### src/rtl/brk_pkg.sv
package brk_pkg;

    typedef enum logic [1:0] {
        ST_NORMAL    = 2'd0,
        ST_CONFIRM   = 2'd1,
        ST_STABILIZE = 2'd2,
        ST_FULL      = 2'd3
    } sup_state_t;

    typedef enum logic [1:0] {
        BRK_NONE   = 2'b00,
        BRK_GENTLE = 2'b01,
        BRK_FULL   = 2'b10
    } brk_lvl_t;

    localparam logic VERDICT_STOP  = 1'b1;
    localparam logic VERDICT_CLEAR = 1'b0;

endpackage

### src/rtl/brk_window_timer.sv
module brk_window_timer #(
    parameter int unsigned WIN_CYCLES = 2_000_000
) (
    input  logic clk,
    input  logic rst,
    input  logic run_i,
    output logic expired_o
);
    localparam int unsigned CW = (WIN_CYCLES > 2) ? $clog2(WIN_CYCLES) : 1;
    localparam logic [CW-1:0] LAST = CW'(WIN_CYCLES - 1);

    logic [CW-1:0] cnt_q;

    assign expired_o = run_i && (cnt_q == LAST);

    always_ff @(posedge clk) begin
        if (rst || !run_i || expired_o) begin
            cnt_q <= '0;
        end else begin
            cnt_q <= cnt_q + 1'b1;
        end
    end

    // once the window expires the state machine must stop running the timer
    a_r4_expire_ends_window: assert property (@(posedge clk) disable iff (rst)
        expired_o |=> !run_i);

endmodule

### src/rtl/brk_fsm.sv
module brk_fsm
    import brk_pkg::*;
(
    input  logic       clk,
    input  logic       rst,
    input  logic       detect_i,
    input  logic       verdict_valid_i,
    input  logic       verdict_code_i,
    input  logic       critical_i,
    input  logic       expired_i,
    output sup_state_t state_o
);
    sup_state_t state_q;
    sup_state_t state_d;

    logic v_stop;
    logic v_clear;

    assign v_stop  = verdict_valid_i && (verdict_code_i == VERDICT_STOP);
    assign v_clear = verdict_valid_i && (verdict_code_i == VERDICT_CLEAR);

    always_ff @(posedge clk) begin
        if (rst) begin
            state_q <= ST_NORMAL;
        end else begin
            state_q <= state_d;
        end
    end

    always_comb begin
        state_d = state_q;
        unique case (state_q)
            ST_NORMAL: begin
                if (detect_i) state_d = ST_CONFIRM;
            end
            ST_CONFIRM: begin
                if (v_stop)         state_d = ST_FULL;
                else if (v_clear)   state_d = ST_NORMAL;
                else if (expired_i) state_d = ST_STABILIZE;
            end
            ST_STABILIZE: begin
                if (v_stop)          state_d = ST_FULL;
                else if (v_clear)    state_d = ST_NORMAL;
                else if (critical_i) state_d = ST_FULL;
            end
            ST_FULL: begin
                if (v_clear) state_d = ST_NORMAL;
            end
            default: state_d = ST_NORMAL;
        endcase
    end

    assign state_o = state_q;

    a_r2_confirm_stop: assert property (@(posedge clk) disable iff (rst)
        (state_q == ST_CONFIRM && v_stop) |=> state_q == ST_FULL);

    a_r5_critical_escalate: assert property (@(posedge clk) disable iff (rst)
        (state_q == ST_STABILIZE && !verdict_valid_i && critical_i) |=> state_q == ST_FULL);

    a_r8_idle_ignores: assert property (@(posedge clk) disable iff (rst)
        (state_q == ST_NORMAL && !detect_i) |=> state_q == ST_NORMAL);

    a_r10_full_holds: assert property (@(posedge clk) disable iff (rst)
        (state_q == ST_FULL && !v_clear) |=> state_q == ST_FULL);

endmodule

### src/rtl/brk_out_decode.sv
module brk_out_decode
    import brk_pkg::*;
(
    input  sup_state_t state_i,
    output brk_lvl_t   lvl_o,
    output logic       hazard_o
);
    always_comb begin
        lvl_o    = BRK_NONE;
        hazard_o = 1'b1;
        unique case (state_i)
            ST_NORMAL: begin
                lvl_o    = BRK_NONE;
                hazard_o = 1'b0;
            end
            ST_CONFIRM:   lvl_o = BRK_NONE;
            ST_STABILIZE: lvl_o = BRK_GENTLE;
            ST_FULL:      lvl_o = BRK_FULL;
            default: begin
                lvl_o    = BRK_NONE;
                hazard_o = 1'b0;
            end
        endcase
    end
endmodule

### src/rtl/brk_supervisor.sv
module brk_supervisor
    import brk_pkg::*;
#(
    parameter int unsigned CLK_HZ    = 100_000_000,
    parameter int unsigned WINDOW_MS = 20
) (
    input  logic       clk,
    input  logic       rst,
    input  logic       detect_i,
    input  logic       verdict_valid_i,
    input  logic       verdict_code_i,
    input  logic       critical_i,
    output logic [1:0] brake_lvl_o,
    output logic       hazard_o
);
    // window length in cycles derived from clock rate
    localparam int unsigned WIN_CYCLES = (CLK_HZ / 1000) * WINDOW_MS;

    sup_state_t state;
    brk_lvl_t   lvl;
    logic       expired;
    logic       run;

    assign run = (state == ST_CONFIRM);

    brk_window_timer #(.WIN_CYCLES(WIN_CYCLES)) u_timer (
        .clk      (clk),
        .rst      (rst),
        .run_i    (run),
        .expired_o(expired)
    );

    brk_fsm u_fsm (
        .clk            (clk),
        .rst            (rst),
        .detect_i       (detect_i),
        .verdict_valid_i(verdict_valid_i),
        .verdict_code_i (verdict_code_i),
        .critical_i     (critical_i),
        .expired_i      (expired),
        .state_o        (state)
    );

    brk_out_decode u_dec (
        .state_i (state),
        .lvl_o   (lvl),
        .hazard_o(hazard_o)
    );

    assign brake_lvl_o = lvl;

    a_r11_reset_release: assert property (@(posedge clk)
        rst |=> (brake_lvl_o == 2'b00 && !hazard_o));

    a_r1_no_brake_on_detect: assert property (@(posedge clk) disable iff (rst)
        (brake_lvl_o == 2'b00 && !hazard_o && detect_i) |=> (brake_lvl_o == 2'b00 && hazard_o));

    a_r7_continue_wins: assert property (@(posedge clk) disable iff (rst)
        (brake_lvl_o == 2'b01 && verdict_valid_i && !verdict_code_i) |=> (brake_lvl_o == 2'b00 && !hazard_o));

    a_r2_level_legal: assert property (@(posedge clk) disable iff (rst)
        brake_lvl_o != 2'b11);

endmodule

### config.mk
export PLATFORM = sky130hd
export DESIGN_NAME = brk_supervisor
export DESIGN_NICKNAME = d
export VERILOG_FILES = /design/src/rtl/brk_pkg.sv /design/src/rtl/brk_window_timer.sv /design/src/rtl/brk_fsm.sv /design/src/rtl/brk_out_decode.sv /design/src/rtl/brk_supervisor.sv
export SDC_FILE = /design/constraint.sdc
export NUM_CORES = 1
export LEC_CHECK = 0
export BUFFER_PORTS_ARGS = -buffer_cell sky130_fd_sc_hd__buf_2
export CORE_UTILIZATION = 50
export DETAILED_ROUTE_END_ITERATION = 12
export GPL_ROUTABILITY_DRIVEN = 0
export HOLD_SLACK_MARGIN = 0.08
export PLACE_DENSITY = 0.69
export RECOVER_POWER = 100
export SLEW_MARGIN = 25
export SYNTH_ARGS = -nofsm -noshare
export SYNTH_HDL_FRONTEND = slang
export SYNTH_SLANG_ARGS = --single-unit
### constraint.sdc
create_clock -name clk -period 2.2 [get_ports clk]
set_input_delay 0.44 -clock clk [delete_from_list [all_inputs] [get_ports clk]]
set_output_delay 0.44 -clock clk [all_outputs]
set_load 0.02 [all_outputs]
==> flow_metrics.py <==
metrics = {
    "status": {
        "outcome": "complete, no violations",
    },
    "logic_synthesis": {
        "yosysSeqAreaShare_pct": 42.7,
        "synth_seq_cells": 23,
        "synth_cell_types": 31,
        "netlist_area_mm2": 0.00108,
        "synthTopCellsByArea": "dfxtp_1, nor2_1, xnor2_1",
        "synthDominantCellAreaShare_pct": 42.7,
        "yosysWarningCount": 0,
        "number_of_enable_flip_flop_cells_after_synthesis": 0,
        "post-synth-top-area-cell": "dfxtp_1",
        "post_synth_inst_count": 131,
        "postSynth.asyncResetShare_pct": 0,
        "ys.flop_type": "dfxtp_1",
        "synthesis.nets": 138,
        "synthesis.area_per_instance_um2": 8.23,
    },
    "setup_path": {
        "critical_path.startpoint_type": "flop",
        "critical_path_data_required_time_ps": 2440,
        "worst_setup_path_startpoint": "u_timer.cnt_q[4]$_SDFF_PP0_",
        "worstPathMaxFanout": 9,
        "critPathArrivalTime_ps": 2330,
        "cp-end-kind": "flop",
        "critical_path_class": "flop to flop",
        "rr_startpoint": "u_timer.cnt_q[4]$_SDFF_PP0_",
    },
    "floorplanning": {
        "floorplan.rows": 16,
        "die_height_um": 48.4,
        "fp.coreArea_mm2": 0.00200,
        "die_area_mm2": 0.00235,
        "die_w_um": 48.4,
        "boundaryPins": 9,
        "initial_util_pct": 53.9,
    },
    "sta": {
        "post-route-period-util_pct": 94.8,
        "final_hold_viol_count": 0,
        "setup_viol_count_final": 0,
        "setup_tns_ps": 0,
        "grt_setup_unrepaired": "false",
        "fin_skew_ps": 5.87,
        "slew_viol_final": 0,
        "max_slew_margin_pct": 73.0,
        "tightestPinTransition_ps": 401,
        "layout_setup_ws_ps": 115,
        "max_freq_mhz": 480,
        "finalWorstPathRequiredPeriod_ps": 2080,
    },
    "worst_hold_path": {
        "hp-start": "rst",
        "worst_hold_path_type": "input port to flop",
    },
    "cells_and_area": {
        "syn_to_final_growth_pct": 8.93,
        "layout.cells.most_common_list": "dfxtp_1, nor2_1, nand3_1, a21oi_1, xnor2_1",
        "mostFrequentLayoutCell": "dfxtp_1",
        "drive_gt1_share_pct": 11.3,
        "sequential_cell_area_um2": 460,
        "antenna_cells": 0,
        "nets": 150,
        "layout.filler_cells": 195,
        "multi_input_area_um2": 569,
    },
    "placed_design": {
        "port_buffers": 8,
        "dp_hpwl_mm": 1.46,
        "place_worst_setup_slack_ps": 161,
    },
    "cts": {
        "post-cts-setup-buffers": 0,
        "clock_net_sink_count": 23,
        "post_cts_hold_buffer_count": 0,
        "clock_insertion_delay_worst_skew_ps": 300,
        "cts.root.buffer_cell": "clkbuf_4",
        "ctsLongestPathBuffers": 2,
        "tritoncts_clock_tree": "done",
        "reg_clk_slew_reported_paths_ps": 120,
        "htreeDepth": 1,
        "cts_buffers": 3,
        "post_cts.resized_instances": 0,
    },
    "routing": {
        "routed-via-count": 928,
        "drt.antenna.violating_nets": 0,
        "first_pass_iters": 4,
        "wl_per_cell_um": 11.7,
        "detailedRoute.firstIterationViolations": 18,
        "avgViaCountPerCell": 5.49,
        "remaining_drc_errors": 0,
        "wirelength_mm": 1.98,
    },
    "global_route": {
        "gr-usage-all-layers_pct": 18.7,
        "grt_max_degree": 19,
        "vias_in_the_first_global_route": 841,
        "grt_first_pass_wirelength_mm": 3.46,
        "grt_overflow_total": 0,
        "antenna_found_initial": 0,
    },
    "pwr": {
        "static-leakage-power_nw": 0.362,
        "vdd_drop_max_mv": 0.424,
        "p_per_area_mw_per_mm2": 556,
    },
    "job": {
        "drv.max_cap_violation_count": 0,
    },
}
-- layer usage --
layer  wire length [um]  share of wire [%]  global-route usage (%)  vias to the layer above
met5                  0                  0                       0                        -
met4                 15               0.76                    7.35                        0
met3                 50                2.5                    3.77                        2
met2                962                 49                    32.4                        8
met1                947                 48                    22.8                      436
li1                   -                  -                       -                      482
-- flip-flops by register name, summed over array words and instances (netlist names) --
| signal | flops |
|---|---|
| u_fsm.state_o | 2 |
| u_timer.cnt_q | 21 |
-- critical path: stages (launching register included) --
cell	delay [ps]
dfxtp_1	430
nand3_1	220
or4_1	720
or4_1	510
a21oi_1	150
-- synth_stat cells (3+ instances only) --
| cell | number |
|---|---|
| xnor2_1 | 8 |
| or4_1 | 5 |
| inv_1 | 7 |
| xor2_1 | 3 |
| o21ai_0 | 7 |
| or3_1 | 3 |
| nor3_1 | 3 |
| nor2_1 | 19 |
| nand3_1 | 9 |
| dfxtp_1 | 23 |
| o31ai_1 | 3 |
| a21oi_1 | 10 |
| nand4_1 | 4 |
| nand2_1 | 4 |
-- worst paths after layout --
| check | end | slack (ps) | cells after the start |
|---|---|---|---|
| worst min register to register | u_timer.cnt_q[0]$_SDFF_PP0_ | 480 | 1 |
| worst max-delay path | u_timer.cnt_q[18]$_SDFF_PP0_ | 120 | 4 |
| worst min-delay path | u_fsm.state_o[0]$_SDFFE_PP0P_ | 410 | 4 |
| worst max register to register | u_timer.cnt_q[18]$_SDFF_PP0_ | 120 | 4 |
-- layout make-up --
type	instances	share of cell area, %
tap	27	2.88
clock buffer	4	2.24
timing repair buffer	11	5.01
inverter	7	2.24
multi-input combinational	97	48.5
sequential	23	39.2
-- where the power goes --
| group | internal [mW] | total [mW] | switching [mW] |
|---|---|---|---|
| Sequential | 0.421 | 0.425 | 0.00447 |
| Combinational | 0.0141 | 0.0363 | 0.0222 |
| Clock | 0.0707 | 0.192 | 0.121 |
| Total | 0.505 | 0.653 | 0.148 |
-- through the flow --
step                total power, mW  std cells  instance area (um^2)  hold WS (ps)  utilization (%)
floorplan                     0.457        131                  1080           430                -
global placement              0.470        165                  1160           443             57.8
detailed placement            0.472        165                  1160           459             57.8
CTS                           0.659        169                  1180           397             59.1
global route                  0.680        169                  1170           432             58.7
finish                        0.653        169                  1170           406             58.7
-- kinds of logic (layout without fill, tap and decap cells) --
family          count (synthesis)  after routing  share of synthesized area, %
fa+ha+maj                       1              1                          1.16
simple gates                   63             63                          31.9
buf+inv                        11             22                          4.06
flops                          23             23                          42.7
compound gates                 22             22                          11.3
xor+xnor                       11             11                          8.93
(Power assumes the default switching activity.)
